[config.mk]
export PLATFORM = sky130hd
export DESIGN_NAME = int_alu
export DESIGN_NICKNAME = d
export VERILOG_FILES = /design/src/rtl/int_alu_pkg.sv /design/src/rtl/int_alu_addsub.sv /design/src/rtl/int_alu_cmp.sv /design/src/rtl/int_alu_logic.sv /design/src/rtl/int_alu_shift.sv /design/src/rtl/int_alu.sv
export SDC_FILE = /design/constraint.sdc
export NUM_CORES = 1
export LEC_CHECK = 0
export ABC_AREA = 1
export CAP_MARGIN = 25
export CORE_MARGIN = 4
export CORE_UTILIZATION = 50
export DETAILED_ROUTE_END_ITERATION = 12
export PLACE_DENSITY = 0.7
export SYNTH_ARGS = -nofsm -noshare
export SYNTH_HDL_FRONTEND = slang
export SYNTH_HIERARCHICAL = 1
export SYNTH_SLANG_ARGS = --single-unit
[constraint.sdc]
create_clock -name vclk -period 6.1
set_input_delay 1.22 -clock vclk [all_inputs]
set_output_delay 1.22 -clock vclk [all_outputs]
set_load 0.02 [all_outputs]
[src/rtl/int_alu_pkg.sv]
package int_alu_pkg;
   localparam int OP_W = 4;

   typedef enum logic [OP_W-1:0] {
      OPC_ADD  = 4'd0,
      OPC_SUB  = 4'd1,
      OPC_AND  = 4'd2,
      OPC_OR   = 4'd3,
      OPC_XOR  = 4'd4,
      OPC_NOR  = 4'd5,
      OPC_SLT  = 4'd6,
      OPC_SLTU = 4'd7,
      OPC_SLL  = 4'd8,
      OPC_SRL  = 4'd9,
      OPC_SRA  = 4'd10
   } alu_op_e;

   typedef enum logic [1:0] {
      SH_LEFT  = 2'd0,
      SH_RLOG  = 2'd1,
      SH_RARI  = 2'd2
   } shift_mode_e;
endpackage

[src/rtl/int_alu_addsub.sv]
module int_alu_addsub #(
   parameter int DATA_W = 32
) (
   input  logic [DATA_W-1:0] a_i,
   input  logic [DATA_W-1:0] b_i,
   input  logic              sub_i,
   output logic [DATA_W-1:0] sum_o,
   output logic              carry_o,
   output logic              ovf_o
);
   logic [DATA_W-1:0] b_eff;
   logic [DATA_W:0]   wide;

   assign b_eff = sub_i ? ~b_i : b_i;
   assign wide  = {1'b0, a_i} + {1'b0, b_eff} + {{DATA_W{1'b0}}, sub_i};
   assign sum_o   = wide[DATA_W-1:0];
   assign carry_o = wide[DATA_W];
   assign ovf_o   = (a_i[DATA_W-1] == b_eff[DATA_W-1]) &&
                    (sum_o[DATA_W-1] != a_i[DATA_W-1]);
endmodule

[src/rtl/int_alu_cmp.sv]
module int_alu_cmp #(
   parameter int DATA_W         = 32,
   parameter bit CMP_FROM_ADDER = 1'b1
) (
   input  logic [DATA_W-1:0] a_i,
   input  logic [DATA_W-1:0] b_i,
   input  logic [DATA_W-1:0] diff_i,
   input  logic              carry_i,
   input  logic              ovf_i,
   output logic              lt_s_o,
   output logic              lt_u_o
);
   generate
      if (CMP_FROM_ADDER) begin : g_shared
         // no borrow out of A + ~B + 1 means A >= B unsigned
         assign lt_u_o = ~carry_i;
         assign lt_s_o = diff_i[DATA_W-1] ^ ovf_i;
      end else begin : g_direct
         logic unused_w;
         assign unused_w = ^{diff_i, carry_i, ovf_i};
         assign lt_u_o = a_i < b_i;
         assign lt_s_o = $signed(a_i) < $signed(b_i);
      end
   endgenerate
endmodule

[src/rtl/int_alu_logic.sv]
module int_alu_logic #(
   parameter int DATA_W = 32
) (
   input  logic [1:0]        fn_i,
   input  logic [DATA_W-1:0] a_i,
   input  logic [DATA_W-1:0] b_i,
   output logic [DATA_W-1:0] y_o
);
   always_comb begin
      unique case (fn_i)
         2'd0:    y_o = a_i & b_i;
         2'd1:    y_o = a_i | b_i;
         2'd2:    y_o = a_i ^ b_i;
         default: y_o = ~(a_i | b_i);
      endcase
   end
endmodule

[src/rtl/int_alu_shift.sv]
module int_alu_shift
   import int_alu_pkg::*;
#(
   parameter int DATA_W = 32,
   localparam int SH_W  = $clog2(DATA_W)
) (
   input  shift_mode_e       mode_i,
   input  logic [DATA_W-1:0] val_i,
   input  logic [SH_W-1:0]   amt_i,
   output logic [DATA_W-1:0] y_o
);
   logic [DATA_W-1:0] lft [0:SH_W];
   logic [DATA_W-1:0] rgt [0:SH_W];
   logic              fill;

   assign fill   = (mode_i == SH_RARI) ? val_i[DATA_W-1] : 1'b0;
   assign lft[0] = val_i;
   assign rgt[0] = val_i;

   generate
      for (genvar k = 0; k < SH_W; k++) begin : g_stage
         localparam int S = 2 ** k;
         assign lft[k+1] = amt_i[k] ? {lft[k][DATA_W-1-S:0], {S{1'b0}}} : lft[k];
         assign rgt[k+1] = amt_i[k] ? {{S{fill}}, rgt[k][DATA_W-1:S]}    : rgt[k];
      end
   endgenerate

   assign y_o = (mode_i == SH_LEFT) ? lft[SH_W] : rgt[SH_W];
endmodule

[src/rtl/int_alu.sv]
module int_alu
   import int_alu_pkg::*;
#(
   parameter int DATA_W         = 32,
   parameter bit CMP_FROM_ADDER = 1'b1,
   localparam int SH_W          = $clog2(DATA_W)
) (
   input  logic [OP_W-1:0]   op_i,
   input  logic [DATA_W-1:0] a_i,
   input  logic [DATA_W-1:0] b_i,
   input  logic [SH_W-1:0]   shamt_i,
   output logic [DATA_W-1:0] result_o,
   output logic              zero_o
);
   generate
      if (DATA_W < 4 || (DATA_W & (DATA_W - 1)) != 0) begin : g_bad_width
         $error("int_alu: DATA_W must be a power of two, at least 4");
      end
   endgenerate

   alu_op_e           op;
   logic              sub_sel;
   logic [DATA_W-1:0] sum, logic_y, shift_y;
   logic              carry, ovf, lt_s, lt_u;
   logic [1:0]        logic_fn;
   shift_mode_e       sh_mode;

   assign op      = alu_op_e'(op_i);
   assign sub_sel = (op == OPC_SUB) || (op == OPC_SLT) || (op == OPC_SLTU);

   always_comb begin
      unique case (op)
         OPC_AND: logic_fn = 2'd0;
         OPC_OR:  logic_fn = 2'd1;
         OPC_XOR: logic_fn = 2'd2;
         default: logic_fn = 2'd3;
      endcase
      unique case (op)
         OPC_SRL: sh_mode = SH_RLOG;
         OPC_SRA: sh_mode = SH_RARI;
         default: sh_mode = SH_LEFT;
      endcase
   end

   int_alu_addsub #(.DATA_W(DATA_W)) u_addsub (
      .a_i(a_i), .b_i(b_i), .sub_i(sub_sel),
      .sum_o(sum), .carry_o(carry), .ovf_o(ovf)
   );

   int_alu_cmp #(.DATA_W(DATA_W), .CMP_FROM_ADDER(CMP_FROM_ADDER)) u_cmp (
      .a_i(a_i), .b_i(b_i), .diff_i(sum), .carry_i(carry), .ovf_i(ovf),
      .lt_s_o(lt_s), .lt_u_o(lt_u)
   );

   int_alu_logic #(.DATA_W(DATA_W)) u_logic (
      .fn_i(logic_fn), .a_i(a_i), .b_i(b_i), .y_o(logic_y)
   );

   int_alu_shift #(.DATA_W(DATA_W)) u_shift (
      .mode_i(sh_mode), .val_i(b_i), .amt_i(shamt_i), .y_o(shift_y)
   );

   always_comb begin
      case (op)
         OPC_ADD, OPC_SUB:                   result_o = sum;
         OPC_AND, OPC_OR, OPC_XOR, OPC_NOR:  result_o = logic_y;
         OPC_SLT:                            result_o = {{(DATA_W-1){1'b0}}, lt_s};
         OPC_SLTU:                           result_o = {{(DATA_W-1){1'b0}}, lt_u};
         OPC_SLL, OPC_SRL, OPC_SRA:          result_o = shift_y;
         default:                            result_o = '0;
      endcase
   end

   assign zero_o = ~|result_o;
endmodule

Word level (Yosys, flattened, before mapping)
Index checks and enable logic that the tools add are counted.

storage, ports and cells
  input port bits = 73
  register bits = 0

operators by class
  bitwise gates (word level) = 7
  equal/unequal tests = 15
  $add $sub $neg = 2
  reduce and logical (&&, ||, !) cells = 11
  mux-type cells = 17

operators with widths
  kind                                                              number
  32-bit two-way mux                                                12
  32-bit case mux with 5 select lines                               1
  32-bit case mux with 3 select lines                               1
  32-bit inverter                                                   2
  32-bit by 32-bit adder with 33-bit output                         1
  33-bit by 1-bit adder with 33-bit output                          1
  32-bit AND                                                        1
  32-bit OR                                                         1
  32-bit OR reduction                                               1
  32-bit bitwise XOR                                                1
  4-bit by 3-bit == test with 1-bit output (second input constant)  4
  4-bit == test (second input constant)                             3
  4-bit by 2-bit == test with 1-bit output (second input constant)  2
  2-bit case mux with 3 select lines                                1
  2-bit == test (second input constant)                             2
  4-bit by 1-bit == test with 1-bit output (second input constant)  1
  2-bit logical NOT                                                 2
  4-bit logical NOT                                                 1
  2-bit case mux with 2 select lines                                1
  4-bit OR reduction                                                1
  3-bit OR reduction                                                1
  2-bit by 1-bit == test with 1-bit output (second input constant)  1
  1-bit logical OR                                                  2
  2-bit OR reduction                                                1
  other kinds (7)                                                   7

Logic depth before layout (Yosys ltp)
Gate-level depths: netlist (run 1).

  depth in word-level cells = 13
  depth in mapped cells = 34
  mapped depth without buffers = 32

By module
Netlist (run 1), hierarchy kept.

by module, submodules not included
  module          cells an instance  area an instance (um^2)  instances
  int_alu_shift   675                3367.0                   1
  int_alu_addsub  419                2346.0                   1
  int_alu_logic   343                2127.0                   1
  int_alu         222                973.4                    1
  int_alu_cmp     6                  22.5                     1

Worst setup path after synthesis (run 1)
Ideal clock, no wire load.

  kind = input to output
  start point = input port op_i[1]
  end point = output port zero_o
  cell stages on the path = 30
  setup slack = 0.201 ns
  required time = 4.880 ns
  buffers on the path = 4
  data arrival time = 4.679 ns
  cells stage by stage = buf_4 > inv_2 > clkbuf_1 > nand3_1 > nand2_1 > buf_6 > buf_2 > xor2_1 > ha_1 > a21oi_2 > inv_1 > nor2_1 > nand2_2 > nand2_1 > nand2_2 > nand2_2 > nand2_2 > xor2_1 > inv_1 > nand2_1 > nand2_1 > nand3_1 > nand2_1 > nand2_1 > nand3_1 > nor2_1 > nand2_1 > nor2_1 > nand2_1 > nor2_1

between the ends
  elaborated cells between the ends (all ways) = 42
  classes of those cells = add/sub (2); eq/ne (15); mux (12); bitwise (2); reduce/logical (11)

RTL lines
  what                                                                                                         RTL line              text
  from (decl)                                                                                                  int_alu.sv:8          input logic [OP_W-1:0] op_i,
  4-bit by 1-bit == test with 1-bit output / 4-bit by 3-bit == test with 1-bit output (equally long branches)  int_alu.sv:29         assign sub_sel = (op == OPC_SUB) || (op == OPC_SLT) || (op == OPC_SLTU);
  1-bit logical OR                                                                                             int_alu.sv:29
  1-bit logical OR (*)                                                                                         int_alu.sv:29
  named net sub_sel                                                                                            int_alu.sv:22         logic sub_sel;
  32-bit two-way mux                                                                                           int_alu_addsub.sv:14  assign b_eff = sub_i ? ~b_i : b_i;
  32-bit by 32-bit adder with 33-bit output                                                                    int_alu_addsub.sv:15  assign wide = {1'b0, a_i} + {1'b0, b_eff} + {{DATA_W{1'b0}}, sub_i};
  33-bit by 1-bit adder with 33-bit output (*)                                                                 int_alu_addsub.sv:15
  named net sum[31]                                                                                            int_alu.sv:23         logic [DATA_W-1:0] sum, logic_y, shift_y;
  1-bit != test                                                                                                int_alu_addsub.sv:19  (sum_o[DATA_W-1] != a_i[DATA_W-1]);
  1-bit logical AND                                                                                            int_alu_addsub.sv:18  assign ovf_o = (a_i[DATA_W-1] == b_eff[DATA_W-1]) &&
  1-bit bitwise XOR (*)                                                                                        int_alu_cmp.sv:17     assign lt_s_o = diff_i[DATA_W-1] ^ ovf_i;
  named net lt_s                                                                                               int_alu.sv:24         logic carry, ovf, lt_s, lt_u;
  32-bit case mux with 5 select lines (*)                                                                      int_alu.sv:64         case (op)
  named net result_o[0]                                                                                        int_alu.sv:12         output logic [DATA_W-1:0] result_o,
  32-bit OR reduction (*)                                                                                      int_alu.sv:74         assign zero_o = ~|result_o;
  1-bit logical NOT (*)                                                                                        int_alu.sv:74
  to (decl)                                                                                                    int_alu.sv:13         output logic zero_o

The timed path passes the listed nets; every way through them passes the cells marked *.

Worst setup path after layout (run 1)
  start point = input port op_i[3]
  end point = output port zero_o

between the ends
  elaborated cells between the ends (all ways) = 42
  classes of those cells = add/sub (2); eq/ne (15); mux (12); bitwise (2); reduce/logical (11)

RTL lines
  what                                                                                                         RTL line
  4-bit by 1-bit == test with 1-bit output / 4-bit by 3-bit == test with 1-bit output (equally long branches)  int_alu.sv:29
  1-bit logical OR                                                                                             int_alu.sv:29
  1-bit logical OR (*)                                                                                         int_alu.sv:29
  named net sub_sel                                                                                            int_alu.sv:22
  32-bit two-way mux                                                                                           int_alu_addsub.sv:14
  32-bit by 32-bit adder with 33-bit output                                                                    int_alu_addsub.sv:15
  33-bit by 1-bit adder with 33-bit output (*)                                                                 int_alu_addsub.sv:15
  named net sum[28]                                                                                            int_alu.sv:23
  32-bit case mux with 5 select lines (*)                                                                      int_alu.sv:64
  32-bit OR reduction (*)                                                                                      int_alu.sv:74
  1-bit logical NOT (*)                                                                                        int_alu.sv:74

Marked as above.

==> results.yml, run 1 <==
status:
  status: "completed"
worst_setup_path:
  worst_path_most_repeated_cell: "nand2_1"
  cpLargestDelayFamily: "simple AND/OR/NAND/NOR gates"
  startpoint_type: "input pin"
  critPathLaunch: "op_i[3]"
  cp.buffers_inverters: 5
  path_class: "in2out"
  setup.worst_path.end_class: "primary output"
  critPathMaxStageDelay_ns: 0.48
  critPathSlowestCell: "clkdlybuf4s50_1"
  required_ns: 4.88
  cp.depth: 26
  path_max_fanout: 14
  crit_end: "zero_o"
  cp.arrival_ns: 4.84
global_route:
  grt_max_degree: 68
  grt_pass1_vias: 11122
  grt_pass1_wl_um: 58400
  antenna_found_initial: 1
  grt.total_usage_pct: 36.2
  grt.overflow.total: 0
timing:
  final_max_slew_viol_count: 0
  rsz0062_at_grt: "true"
  fin_hold_ws_ns: 3.29
  worst_pin_slew_ns: 0.936
  fin_ws_ns: 0.0409
  slew-limit-headroom_pct: 37.4
  fmax_mhz: 165
  fin_crit_ns: 6.06
  setup_viol: 0
  final.setup.tns_ns: 0
  finalCritPeriodShare_pct: 99.3
  report.final.hold_viol_count: 0
floorplan:
  die_h_um: 141
  die_x_um: 141
  dieArea_um2: 19900
  num_rows: 48
  ioPinCount: 106
  core_area_um2: 17300
  start_util_pct: 51.1
finish:
  syn2layout_area_growth_pct: 27.6
  seq_cell_count: 0
  drive_gt1_share_pct: 16.6
  nFillCells: 1721
  layout.nets: 2054
  clkbuf_count: 0
  finalCoreUtilization_pct: 65.2
  seq_area_um2: 0
pwr:
  pwr-share-comb_pct: 100.0
  power_density_nw_per_um2: 114
  ir_drop_uv: 103
  clkPwrFrac_pct: 0
  internal_power_uw: 540
  power.leakage_nw: 6.07
  switchingPower_uw: 746
  switching_share_pct: 58.0
  seq_power_share_pct: 0
route:
  ant_nets: 0
  vias: 12362
  viasPerCell: 5.86
  drt_wl_total_um: 37900
  drcViolationCount: 0
  drtPass1Iterations: 6
  post_drt_wl_per_cell_um: 18.0
  drt-initial-drc-count: 1438
synthesis:
  synth_cell_types: 40
  syn_avg_cell_area_um2: 5.31
  synth_cells: 1665
  synth_area_um2: 8840
  synth_nets: 1834
  yosysWarnings: 6
  yosysSeqAreaShare_pct: 0
place:
  gp_congestion: 1.03
  hpwl_um: 30700
  io_buffers: 106
  pre_cts_slack_ns: -0.436
run:
  drv_cap: 0
clock_network:
  hold_buffers: 0
min_path:
  hp-class: "in2out"
  holdPathStages: 7
power groups by stage:
stage	Combinational, mW	Sequential [mW]	Clock [mW]
final	1.29	0	0.0000000219
after global routing	1.40	0	0.0000000219
after CTS	1.24	0	0
after detailed placement	1.24	0	0
after global placement	1.23	0	0
after floorplan	0.702	0	0
synthesized netlist by cell type, types with 5 or more instances:
cell type / number / share of area, %
nand3_1: 545 / 31
nand2_1: 435 / 18
inv_1: 168 / 7.1
ha_1: 95 / 13
nor2_1: 84 / 3.6
xor2_1: 49 / 4.9
buf_2: 45 / 2.5
nand4_1: 42 / 3.0
nand2_2: 39 / 2.8
a21oi_1: 35 / 2.0
buf_6: 21 / 2.7
o21ai_0: 15 / 0.85
buf_4: 12 / 1.0
nand3_2: 8 / 0.91
inv_2: 7 / 0.30
nor2_2: 7 / 0.50
clkbuf_1: 6 / 0.25
nor3_1: 6 / 0.34
o21bai_1: 5 / 0.42
area by class of cell:
cell class                      count  area (um2)  area share (%)
Multi-Input combinational cell   1396        7630            67.7
Timing Repair Buffer              309        2680            23.8
Inverter                          178         678            6.02
Tap cell                          225         282            2.50
Antenna cell                        1        2.50          0.0222
how the worst min path moves through the flow:
stage | slack, ns | startpoint | end
3_3_place_gp | 3.88 | shamt_i[3] | result_o[31]
3_5_place_dp | 3.88 | shamt_i[3] | result_o[31]
5_1_grt | 3.36 | op_i[2] | result_o[26]
4_1_cts | 3.62 | shamt_i[3] | zero_o
6_report | 3.29 | op_i[2] | result_o[26]
2_1_floorplan | 2.70 | op_i[2] | result_o[31]
layout by cell type (no fill, tap or decap), types with 2 or more instances in the layout:
| master | count |
|---|---|
| a21o_1 | 4 |
| a21oi_1 | 24 |
| a21oi_2 | 12 |
| buf_12 | 7 |
| buf_2 | 3 |
| buf_4 | 197 |
| buf_6 | 2 |
| clkdlybuf4s50_1 | 83 |
| dlygate4sd2_1 | 6 |
| dlymetal6s2s_1 | 11 |
| ha_1 | 94 |
| inv_1 | 167 |
| inv_2 | 7 |
| inv_4 | 2 |
| nand2_1 | 433 |
| nand2_2 | 40 |
| nand2_4 | 4 |
| nand3_1 | 545 |
| nand3_2 | 8 |
| nand4_1 | 42 |
| nor2_1 | 75 |
| nor2_2 | 16 |
| nor2_4 | 3 |
| nor3_1 | 6 |
| nor3_2 | 2 |
| o211ai_1 | 4 |
| o21a_1 | 2 |
| o21ai_0 | 12 |
| o21ai_1 | 5 |
| o21ai_2 | 2 |
| o21bai_1 | 5 |
| xnor2_1 | 2 |
| xor2_1 | 45 |
| xor2_2 | 4 |
per-layer routing:
layer | vias up | share of wire, % | wire length [um] | track usage, %
met2 | 743 | 43 | 16200 | 56.8
met3 | 75 | 11 | 4110 | 5.43
li1 | 5993 | - | - | -
met4 | 0 | 4.1 | 1550 | 12.6
met5 | - | 0 | 0 | 0
met1 | 5551 | 42 | 16000 | 50.5
worst min-delay path, cell delays in order:
cell and delay [ns]:
dlymetal6s2s_1 0.16, buf_4 0.14, nor3_2 0.07, nand2_1 0.08
nand3_1 0.10, buf_4 0.15, buf_4 0.15
cells by family after synthesis:
family,synth area share [%]
buffers and inverters,14.9
XOR/XNOR,5.15
adder cells (fa/ha/maj),13.7
AO/OA/AOI/OAI,4.60
AND/OR/NAND/NOR,61.7
per-stage QoR:
stage / area, um2 / power, mW / instances
6_report: 11300 / 1.29 / 2109
5_1_grt: 11300 / 1.40 / 2109
4_1_cts: 11100 / 1.24 / 2105
3_5_place_dp: 11100 / 1.24 / 2105
3_3_place_gp: 11100 / 1.23 / 2104
2_1_floorplan: 8840 / 0.702 / 1665
timing repair:
action                                  CTS  global route
endpoints found under the setup margin    8            22
pin swaps                                 0             6
gates resized for setup                  15            41
endpoints found under the hold margin     0             0
setup buffers                             0             3
(Power assumes the default switching activity.)
==> run 2: changes to the inputs <==
CORE_MARGIN = 10   (was 4)
CORE_UTILIZATION = 40   (was 50)
PLACE_DENSITY = 0.57   (was 0.7)
SETUP_SLACK_MARGIN = 0.4   (was unset)
==> run 2 against run 1 <==
  * Cell count grew 3.3%
  * Sequential cell count stayed put
  * Count of clock-buffer cells in the layout is the same
  * Final area is 4.8% higher
  * Utilization fell by 11 points
  * Worst setup slack improved by 0.38 ns
  * First-iteration DRC count is 2.4% higher
==> results.yml, run 2 (synthesis results as in run 1) <==
status:
  status: "completed"
pwr:
  switching_share_pct: 58.3
  pwr-share-comb_pct: 100.0
  clkPwrFrac_pct: 0
  internal_power_uw: 568
  power_density_nw_per_um2: 115
  switchingPower_uw: 793
  seq_power_share_pct: 0
  ir_drop_uv: 74.0
  power.leakage_nw: 6.14
global_route:
  grt_pass1_wl_um: 63700
  grt.total_usage_pct: 27.6
  grt.overflow.total: 0
  grt_max_degree: 68
  antenna_found_initial: 0
  grt_pass1_vias: 11184
worst_setup_path:
  critPathMaxStageDelay_ns: 0.36
  path_max_fanout: 6
  worst_path_most_repeated_cell: "nand2_1"
  critPathSlowestCell: "ha_2"
  cp.arrival_ns: 4.46
  setup.worst_path.end_class: "primary output"
  required_ns: 4.88
  path_class: "in2out"
  startpoint_type: "input pin"
timing:
  final_max_slew_viol_count: 0
  fin_hold_ws_ns: 3.16
  rsz0062_at_grt: "true"
  report.final.hold_viol_count: 0
  finalCritPeriodShare_pct: 93.1
  setup_viol: 0
  fin_crit_ns: 5.68
  slew-limit-headroom_pct: 37.1
  worst_pin_slew_ns: 0.942
  fmax_mhz: 176
finish:
  multi_input_area_um2: 7950
  layout.nets: 2069
  final_cells: 2178
  seq_cell_count: 0
  seq_area_um2: 0
  antenna_cells: 0
  clkbuf_count: 0
  drive_gt1_share_pct: 20.4
  final_cell_mix: "538 x nand3_1, 408 x nand2_1, 205 x buf_4, 162 x inv_1, 88 x ha_1"
  syn2layout_area_growth_pct: 33.7
  nFillCells: 2358
  layout_commonest_cell: "nand3_1"
place:
  post-place-cells: 2164
  io_buffers: 106
  gp_congestion: 0.991
  hpwl_um: 33700
route:
  ant_nets: 0
  vias: 12181
  viasPerCell: 5.59
  drt-initial-drc-count: 1473
  drt_wl_total_um: 41900
  post_drt_wl_per_cell_um: 19.2
  drcViolationCount: 0
  drtPass1Iterations: 6
run:
  drv_cap: 0
floorplan:
  start_util_pct: 40.6
  num_rows: 54
  dieArea_um2: 28400
  die_x_um: 169
  core_area_um2: 21800
  die_h_um: 169
  ioPinCount: 106
min_path:
  hp-start: "op_i[3]"
  hp-class: "in2out"
  holdPathStages: 7
  hold_end: "result_o[0]"
==> run 2: changes by cell type in the layout (fill, tap and decap cells not counted), moves of 5 or more <==
cell and change:
nand2_1 -25, nand2_2 +21, dlygate4sd2_1 +15, dlymetal6s2s_1 -11, clkdlybuf4s50_1 -10, buf_4 +8, nand3_1 -7, nand3_2 +7
nor2_4 +7, ha_1 -6, nor2_1 -6, ha_4 +5, inv_1 -5
==> run 2: repair_timing <==
item | 4_1_cts | 5_1_grt
hold endpoints to repair | 0 | 0
pin swaps | 4 | 58
hold buffers | 0 | 0
buffers inserted | 1 | 10
endpoints found under the setup margin | 32 | 27
resized for setup | 60 | 106
gates cloned | 1 | 2
==> run 2: how the worst max path moves through the flow <==
stage | start | to | slack (ns)
floorplan | op_i[1] | zero_o | 0.45
global placement | op_i[2] | zero_o | -0.50
detailed placement | op_i[2] | zero_o | -0.58
CTS | op_i[0] | zero_o | 0.19
global route | op_i[2] | zero_o | 0.20
finish | op_i[2] | zero_o | 0.42
==> run 2: layout make-up <==
type | instances | area share (%)
multi-input cells | 1396 | 67.3
well taps | 280 | 2.97
inverters | 178 | 5.76
repair buffers | 324 | 24.0
==> run 2: power by group through the flow <==
stage	Sequential, mW	Combinational [mW]	Clock [mW]
after global routing	0	1.48	0
after detailed placement	0	1.25	0
final	0	1.36	0
after global placement	0	1.25	0
after CTS	0	1.26	0
after floorplan	0	0.703	0
==> run 2: worst max-delay path, delay by kind of cell <==
kind / cells / cell delay (ns)
adders and majority gates: 1 / 0.36
xor gates and xnor gates: 1 / 0.14
buffers and inverters: 8 / 0.93
AOI/OAI and AO/OA: 1 / 0.16
and+or+nand+nor: 18 / 1.62
==> run 2: routing by layer <==
layer	up-vias	GRT usage, %	share of wire (%)
met4	0	5.49	2.4
met1	5523	39.3	46
met3	53	3.73	8.6
met5	-	0	0
li1	6016	-	-
met2	589	43.3	43
==> run 2: stage by stage <==
step                cell area (um2)  power [mW]  setup TNS, ns  setup WS (ns)  utilization, %
finish                        11800        1.36              0          0.418            54.3
global route                  11800        1.48              0          0.201            54.3
CTS                           11300        1.26              0          0.186            52.0
detailed placement            11200        1.25          -1.21         -0.576            51.6
global placement              11200        1.25         -0.757         -0.498            51.6
floorplan                      8840       0.703              0          0.448               -
